## config.mk

```make
export PLATFORM = sky130hd
export DESIGN_NAME = pin_irq_gpio
export DESIGN_NICKNAME = d
export VERILOG_FILES = /design/src/rtl/pin_irq_gpio.sv
export SDC_FILE = /design/constraint.sdc
export NUM_CORES = 1
export LEC_CHECK = 0
export BUFFER_PORTS_ARGS = -buffer_cell sky130_fd_sc_hd__buf_2
export CAP_MARGIN = 10
export CELL_PAD_IN_SITES_DETAIL_PLACEMENT = 1
export CELL_PAD_IN_SITES_GLOBAL_PLACEMENT = 1
export CORE_ASPECT_RATIO = 1.5
export CORE_MARGIN = 1.5
export CORE_UTILIZATION = 41
export CTS_CLUSTER_DIAMETER = 120
export DETAILED_ROUTE_END_ITERATION = 8
export PLACE_DENSITY = 0.76
export SKIP_LAST_GASP = 1
export SLEW_MARGIN = 20
export SYNTH_ARGS = -nofsm -noshare
export SYNTH_HDL_FRONTEND = slang
export SYNTH_SLANG_ARGS = --single-unit
```

## constraint.sdc

```tcl
create_clock -name clk -period 1.3 [get_ports clk]
set_input_delay 0.195 -clock clk [delete_from_list [all_inputs] [get_ports clk]]
set_output_delay 0.195 -clock clk [all_outputs]
set_load 0.01 [all_outputs]
```

## src/rtl/pin_irq_gpio.sv

```systemverilog
module pin_irq_gpio #(
  parameter int NPIN   = 24,
  parameter int AW     = 4,
  parameter int DW     = 16,
  parameter int HI_OFS = 8
) (
  input  logic            clk,
  input  logic            rst_n,
  input  logic [AW-1:0]   addr,
  input  logic [DW-1:0]   wdata,
  input  logic            wr,
  input  logic            rd,
  output logic [DW-1:0]   rdata,
  input  logic [NPIN-1:0] pin_in,
  output logic [NPIN-1:0] pin_out,
  output logic [NPIN-1:0] pin_oe,
  output logic            irq
);
  localparam int GP   = 8;
  localparam int NGRP = NPIN / GP;
  localparam int HW   = NPIN - DW;
  localparam logic [AW-1:0] A_DATA = AW'(0);
  localparam logic [AW-1:0] A_DIR  = AW'(1);
  localparam logic [AW-1:0] A_TYP  = AW'(2);
  localparam logic [AW-1:0] A_EN   = AW'(3);
  localparam logic [AW-1:0] A_ST   = AW'(4);
  localparam int            A_TRG  = 5;
  localparam logic [AW-1:0] A_DATA_H = AW'(0 + HI_OFS);
  localparam logic [AW-1:0] A_DIR_H  = AW'(1 + HI_OFS);
  localparam logic [AW-1:0] A_TYP_H  = AW'(2 + HI_OFS);
  localparam logic [AW-1:0] A_EN_H   = AW'(3 + HI_OFS);
  localparam logic [AW-1:0] A_ST_H   = AW'(4 + HI_OFS);

  logic [NPIN-1:0] dout, dir, typ, en, st;
  logic [NGRP*2*GP-1:0] trg;
  logic [NPIN-1:0] s1, s2, s3;
  logic [NPIN-1:0] set, clr, pin_val;
  logic [DW-1:0]   rmux;

  assign pin_out = dout;
  assign pin_oe  = dir;
  assign irq     = |(st & en);
  assign pin_val = (dir & dout) | (~dir & s2);

  always_ff @(posedge clk or negedge rst_n) begin
    if (!rst_n) begin
      dout <= '0; dir <= '0; typ <= '0; en <= '0; trg <= '0;
    end else if (wr) begin
      case (addr)
        A_DATA:   dout[DW-1:0]   <= wdata;
        A_DATA_H: dout[NPIN-1:DW] <= wdata[HW-1:0];
        A_DIR:    dir[DW-1:0]    <= wdata;
        A_DIR_H:  dir[NPIN-1:DW]  <= wdata[HW-1:0];
        A_TYP:    typ[DW-1:0]    <= wdata;
        A_TYP_H:  typ[NPIN-1:DW]  <= wdata[HW-1:0];
        A_EN:     en[DW-1:0]     <= wdata;
        A_EN_H:   en[NPIN-1:DW]   <= wdata[HW-1:0];
        default: begin
          for (int g = 0; g < NGRP; g++)
            if (addr == AW'(A_TRG + g)) trg[g*2*GP +: 2*GP] <= wdata;
        end
      endcase
    end
  end

  always_ff @(posedge clk or negedge rst_n) begin
    if (!rst_n) begin
      s1 <= '0; s2 <= '0; s3 <= '0;
    end else begin
      s1 <= pin_in; s2 <= s1; s3 <= s2;
    end
  end

  assign clr[DW-1:0]   = (wr && addr == A_ST)   ? wdata : '0;
  assign clr[NPIN-1:DW] = (wr && addr == A_ST_H) ? wdata[HW-1:0] : '0;

  for (genvar p = 0; p < NPIN; p++) begin : g_det
    logic pol, both, rise, fall;
    assign pol  = trg[(p/GP)*2*GP + p%GP];
    assign both = trg[(p/GP)*2*GP + GP + p%GP];
    assign rise = s2[p] & ~s3[p];
    assign fall = ~s2[p] & s3[p];
    assign set[p] = ~dir[p] & (typ[p] ? (both ? (rise | fall) : (pol ? rise : fall))
                                      : (s2[p] == pol));
  end

  always_ff @(posedge clk or negedge rst_n) begin
    if (!rst_n) st <= '0;
    else        st <= (st & ~clr) | set;
  end

  always_comb begin
    rmux = '0;
    case (addr)
      A_DATA:   rmux = pin_val[DW-1:0];
      A_DATA_H: rmux = DW'(pin_val[NPIN-1:DW]);
      A_DIR:    rmux = dir[DW-1:0];
      A_DIR_H:  rmux = DW'(dir[NPIN-1:DW]);
      A_TYP:    rmux = typ[DW-1:0];
      A_TYP_H:  rmux = DW'(typ[NPIN-1:DW]);
      A_EN:     rmux = en[DW-1:0];
      A_EN_H:   rmux = DW'(en[NPIN-1:DW]);
      A_ST:     rmux = st[DW-1:0];
      A_ST_H:   rmux = DW'(st[NPIN-1:DW]);
      default: begin
        for (int g = 0; g < NGRP; g++)
          if (addr == AW'(A_TRG + g)) rmux = trg[g*2*GP +: 2*GP];
      end
    endcase
  end

  always_ff @(posedge clk or negedge rst_n) begin
    if (!rst_n)  rdata <= '0;
    else if (rd) rdata <= rmux;
  end

  p_dir_write_r1: assert property (@(posedge clk) disable iff (!rst_n)
    (wr && addr == A_DIR) |=> (pin_oe[DW-1:0] == $past(wdata)));

  p_hi_read_zero_r2: assert property (@(posedge clk) disable iff (!rst_n)
    (rd && addr == A_DATA_H) |=> (rdata[DW-1:HW] == '0));

  p_w1c_only_r8: assert property (@(posedge clk) disable iff (!rst_n)
    1'b1 |=> ((($past(st) & ~st) & ~$past(clr)) == '0));

  p_output_no_status_r9: assert property (@(posedge clk) disable iff (!rst_n)
    1'b1 |=> (((st & ~$past(st)) & $past(dir)) == '0));

  p_irq_masked_r10: assert property (@(posedge clk) disable iff (!rst_n)
    ($past(wr && addr == A_EN && wdata == '0) && pin_oe[NPIN-1:0] == pin_oe &&
     en[NPIN-1:DW] == '0) |-> !irq);
endmodule

```

==> results.yml <==
grt:
  global_route_wire_length_before_repair_mm: 77.3
  overflow: 0
  maximum_number_of_pins_on_one_net_before_global_route_repair: 40
  global_route_usage_sum_pct: 32.6
  initial_antenna_violation_count: 0
  vias_in_the_first_global_route: 12400
timing:
  grt_setup_unrepaired: "yes"
  setup_viol_count_final: 82
  worstMarginPinSlew_ns: 0.596
  finalCriticalPeriod_ns: 2.39
  final_min_period_over_clock_period_pct: 184
  fmax_ghz: 0.418
  timing.max_slew.rel_slack_pct: 60.3
  clock-skew-final_ns: 0.0115
  hold_viol: 0
  timing.final.max_slew_violations: 0
  layout_setup_ws_ns: -1.09
final_layout:
  finish.instance_area_um2: 18700
  insertedDiodeCount: 0
  post_route_cells_drive_above_1_share_pct: 58.0
  utilization_pct: 63.1
  final_cell_count_no_fill: 1899
  layout_commonest_cell: "sky130_fd_sc_hd__buf_4"
  final.fill_count: 3024
  fin_nets: 1579
  mostFrequentLayoutCells: "sky130_fd_sc_hd__buf_4 (254), sky130_fd_sc_hd__dfrtp_1 (240), sky130_fd_sc_hd__mux2_2 (99)"
  area.growth.synth_to_final_pct: 50.9
clocking:
  cts.sinks: 256
  cts-root-buf: "sky130_fd_sc_hd__clkbuf_16"
  tritoncts: "yes"
  cts.reportedPaths.clkPinSlew_ns: 0.07
  tritoncts.num_buffers: 27
  clockBufferDepth: 3
  clock_latency_late_sink_ns: 0.56
  cts-htree-levels: 1
floorplanning:
  die_height_um: 216
  width_of_the_die_um: 145
  design.portCount: 113
  floorplan.die_area_um2: 31400
  floorplan.initialDensity_pct: 41.8
  fp-row-count: 77
  floorplan.core_area_um2: 29700
route:
  postRouteWirelength_mm: 56.6
  drt-initial-drc-count: 932
  wl_met1_mm: 19.5
  ant_nets: 0
  via_per_inst: 6.00
  topRoutingLayerUsed: "met4"
  vias: 11400
  routedWlPerCell_um: 29.8
  routed_wl_met2_mm: 28.8
  remaining_design_rule_violation_count: 0
  first_pass_iters: 5
  dr_wl_met3_mm: 3.31
synth:
  synth_enable_flop_cells: 0
  postSynth.topFlopCell: "sky130_fd_sc_hd__dfrtp_1"
  yosysSeqAreaShare_pct: 51.6
  async_reset_ff_share_pct: 100
  syn_area_per_cell_um2: 12.0
  ys_warn_count: 0
  mappedNetlistNets: 1129
  syn_area_um2: 12400
  synth.ff_latch_count: 256
  synthesis.instances: 1033
  synth_cell_types: 62
power_and_ir_drop:
  power_w: 0.0280
  power.static_leakage_nw: 8.46
  ir_drop_mv: 1.38
  power.density_cell_area_nw_per_um2: 1490
run:
  cap_violations: 0
status:
  status: "finished, violations left"
  failed_checks: "negative setup slack"
placement:
  place.gp.congestion: 0.912
  buffer_ports.inserted: 112
  dp.final_hpwl_mm: 31.9
  post_dp_cell_area_um2: 15400
  dp.cells: 1717
  dp_worst_setup_slack_ns: -0.515
worst_setup_path:
  critPathArrivalTime_ns: 2.20
  critical-path-top-delay-family: "simple AND/OR/NAND/NOR gates"
  path_max_fanout: 2
  crit_buf_inv: 1
  criticalPathCategory: "reg -> out"
  critical_path.slowest_cell: "sky130_fd_sc_hd__dfrtp_1"
  timing.critical_path.required_ns: 1.11
  cp-start-kind: "flip-flop"
  crit_path_cell_trace: "a22oi_2 > nand4_1 > nor2_1 > nand4_1 > buf_2"
  crit_path_max_incr_delay_ns: 0.46
  crit_top_cell: "sky130_fd_sc_hd__nand4_1"
  endpoint_kind: "output port"
min_path:
  hp-class: "in -> reg"
-- state kept, by name, summed over array words and instances, names as in the netlist --
| signal | cells |
|---|---|
| typ | 24 |
| rdata | 16 |
| st | 24 |
| s3 | 24 |
| s2 | 24 |
| pin_oe | 24 |
| s1 | 24 |
| pin_out | 24 |
| trg | 48 |
| en | 24 |
-- through the flow --
stage | hold slack, ns | setup TNS, ns
final | 0.0322 | -7.50
after global routing | 0.0538 | -10.29
after CTS | 0.00383 | -4.94
after detailed placement | 0.146 | -62.05
after global placement | 0.140 | -56.31
after floorplan | -0.101 | -5.16
-- tightest hold or removal path: cells and delay by family --
kind	cells	cell delay, ns
AOI/OAI and AO/OA	1	0.10
and+or+nand+nor	1	0.08
buffers and inverters	1	0.18
-- kinds of logic (layout without fill, tap and decap cells) --
| group | after synthesis | after routing | synth area share (%) |
|---|---|---|---|
| compound gates | 229 | 229 | 12.3 |
| xor+xnor | 24 | 24 | 1.69 |
| fa+ha+maj | 48 | 48 | 4.84 |
| buf+inv | 102 | 573 | 4.21 |
| flops | 256 | 256 | 51.6 |
| mux | 181 | 181 | 16.8 |
| simple gates | 193 | 193 | 8.60 |
-- final timing paths --
check                           slack (ns)        to  cells after the start      from
worst max-delay path                 -1.09       irq                      5     en[8]
worst min-delay path                  0.03     st[1]                      3  wdata[1]
worst max register to register       -0.34  rdata[4]                      7    s2[20]
worst min register to register        0.35    s2[19]                      0    s1[19]
max in group asynchronous             0.52     s2[6]                      3     rst_n
min in group asynchronous             0.15    typ[2]                      2     rst_n
-- final cells by class --
class | count | area [um2] | share of cell area (%)
Multi-Input combinational cell | 675 | 6660 | 35.6
Sequential cell | 256 | 6430 | 34.3
Timing Repair Buffer | 468 | 4040 | 21.5
Clock buffer | 35 | 746 | 3.98
Tap cell | 395 | 494 | 2.64
Inverter | 55 | 209 | 1.12
Clock inverter | 15 | 164 | 0.875
-- synthesized netlist by cell type (all sizes together) (2+ instances only) --
cell,instances,area share [%]
nor3b,3,0.18
nand2b,4,0.22
or2,2,0.12
ha,48,4.8
o21ai,25,1.0
xor2,24,1.7
a32oi,4,0.28
a211oi,27,1.6
nand2,55,1.8
buf,36,2.2
o2bb2ai,24,1.7
nor2b,35,1.8
inv,55,1.7
o211ai,2,0.12
mux2i,19,1.5
o32ai,3,0.21
o22a,2,0.14
or3,2,0.10
nand4,4,0.20
o221ai,4,0.28
o22ai,11,0.55
nor3,6,0.24
mux2,156,14
and3,2,0.10
nand3,16,0.89
a22oi,31,1.9
a221oi,6,0.47
clkbuf,11,0.33
a21oi,71,2.9
nor2,61,2.7
mux4,6,1.1
a31oi,10,0.50
dfrtp,256,52
-- what timing repair did --
item | in CTS | in global routing
endpoints found under the setup margin | 95 | 101
buffers inserted | 80 | 28
gates resized for setup | 212 | 110
hold endpoints to repair | 281 | 0
pin swaps | 112 | 68
hold buffers | 26 | 0
cloned | 0 | 0
-- layer usage --
| metal | track usage [%] | up-vias |
|---|---|---|
| li1 | - | 4615 |
| met1 | 35.1 | 5833 |
| met2 | 59.3 | 652 |
| met3 | 4.74 | 294 |
| met4 | 21.8 | 0 |
| met5 | 0 | - |
-- report_power, final --
group / switching (W) / internal [W]
logic: 0.00407 / 0.00470
clock network: 0.00355 / 0.00466
registers: 0.00175 / 0.00927
Power figures use the tool's default switching activity.
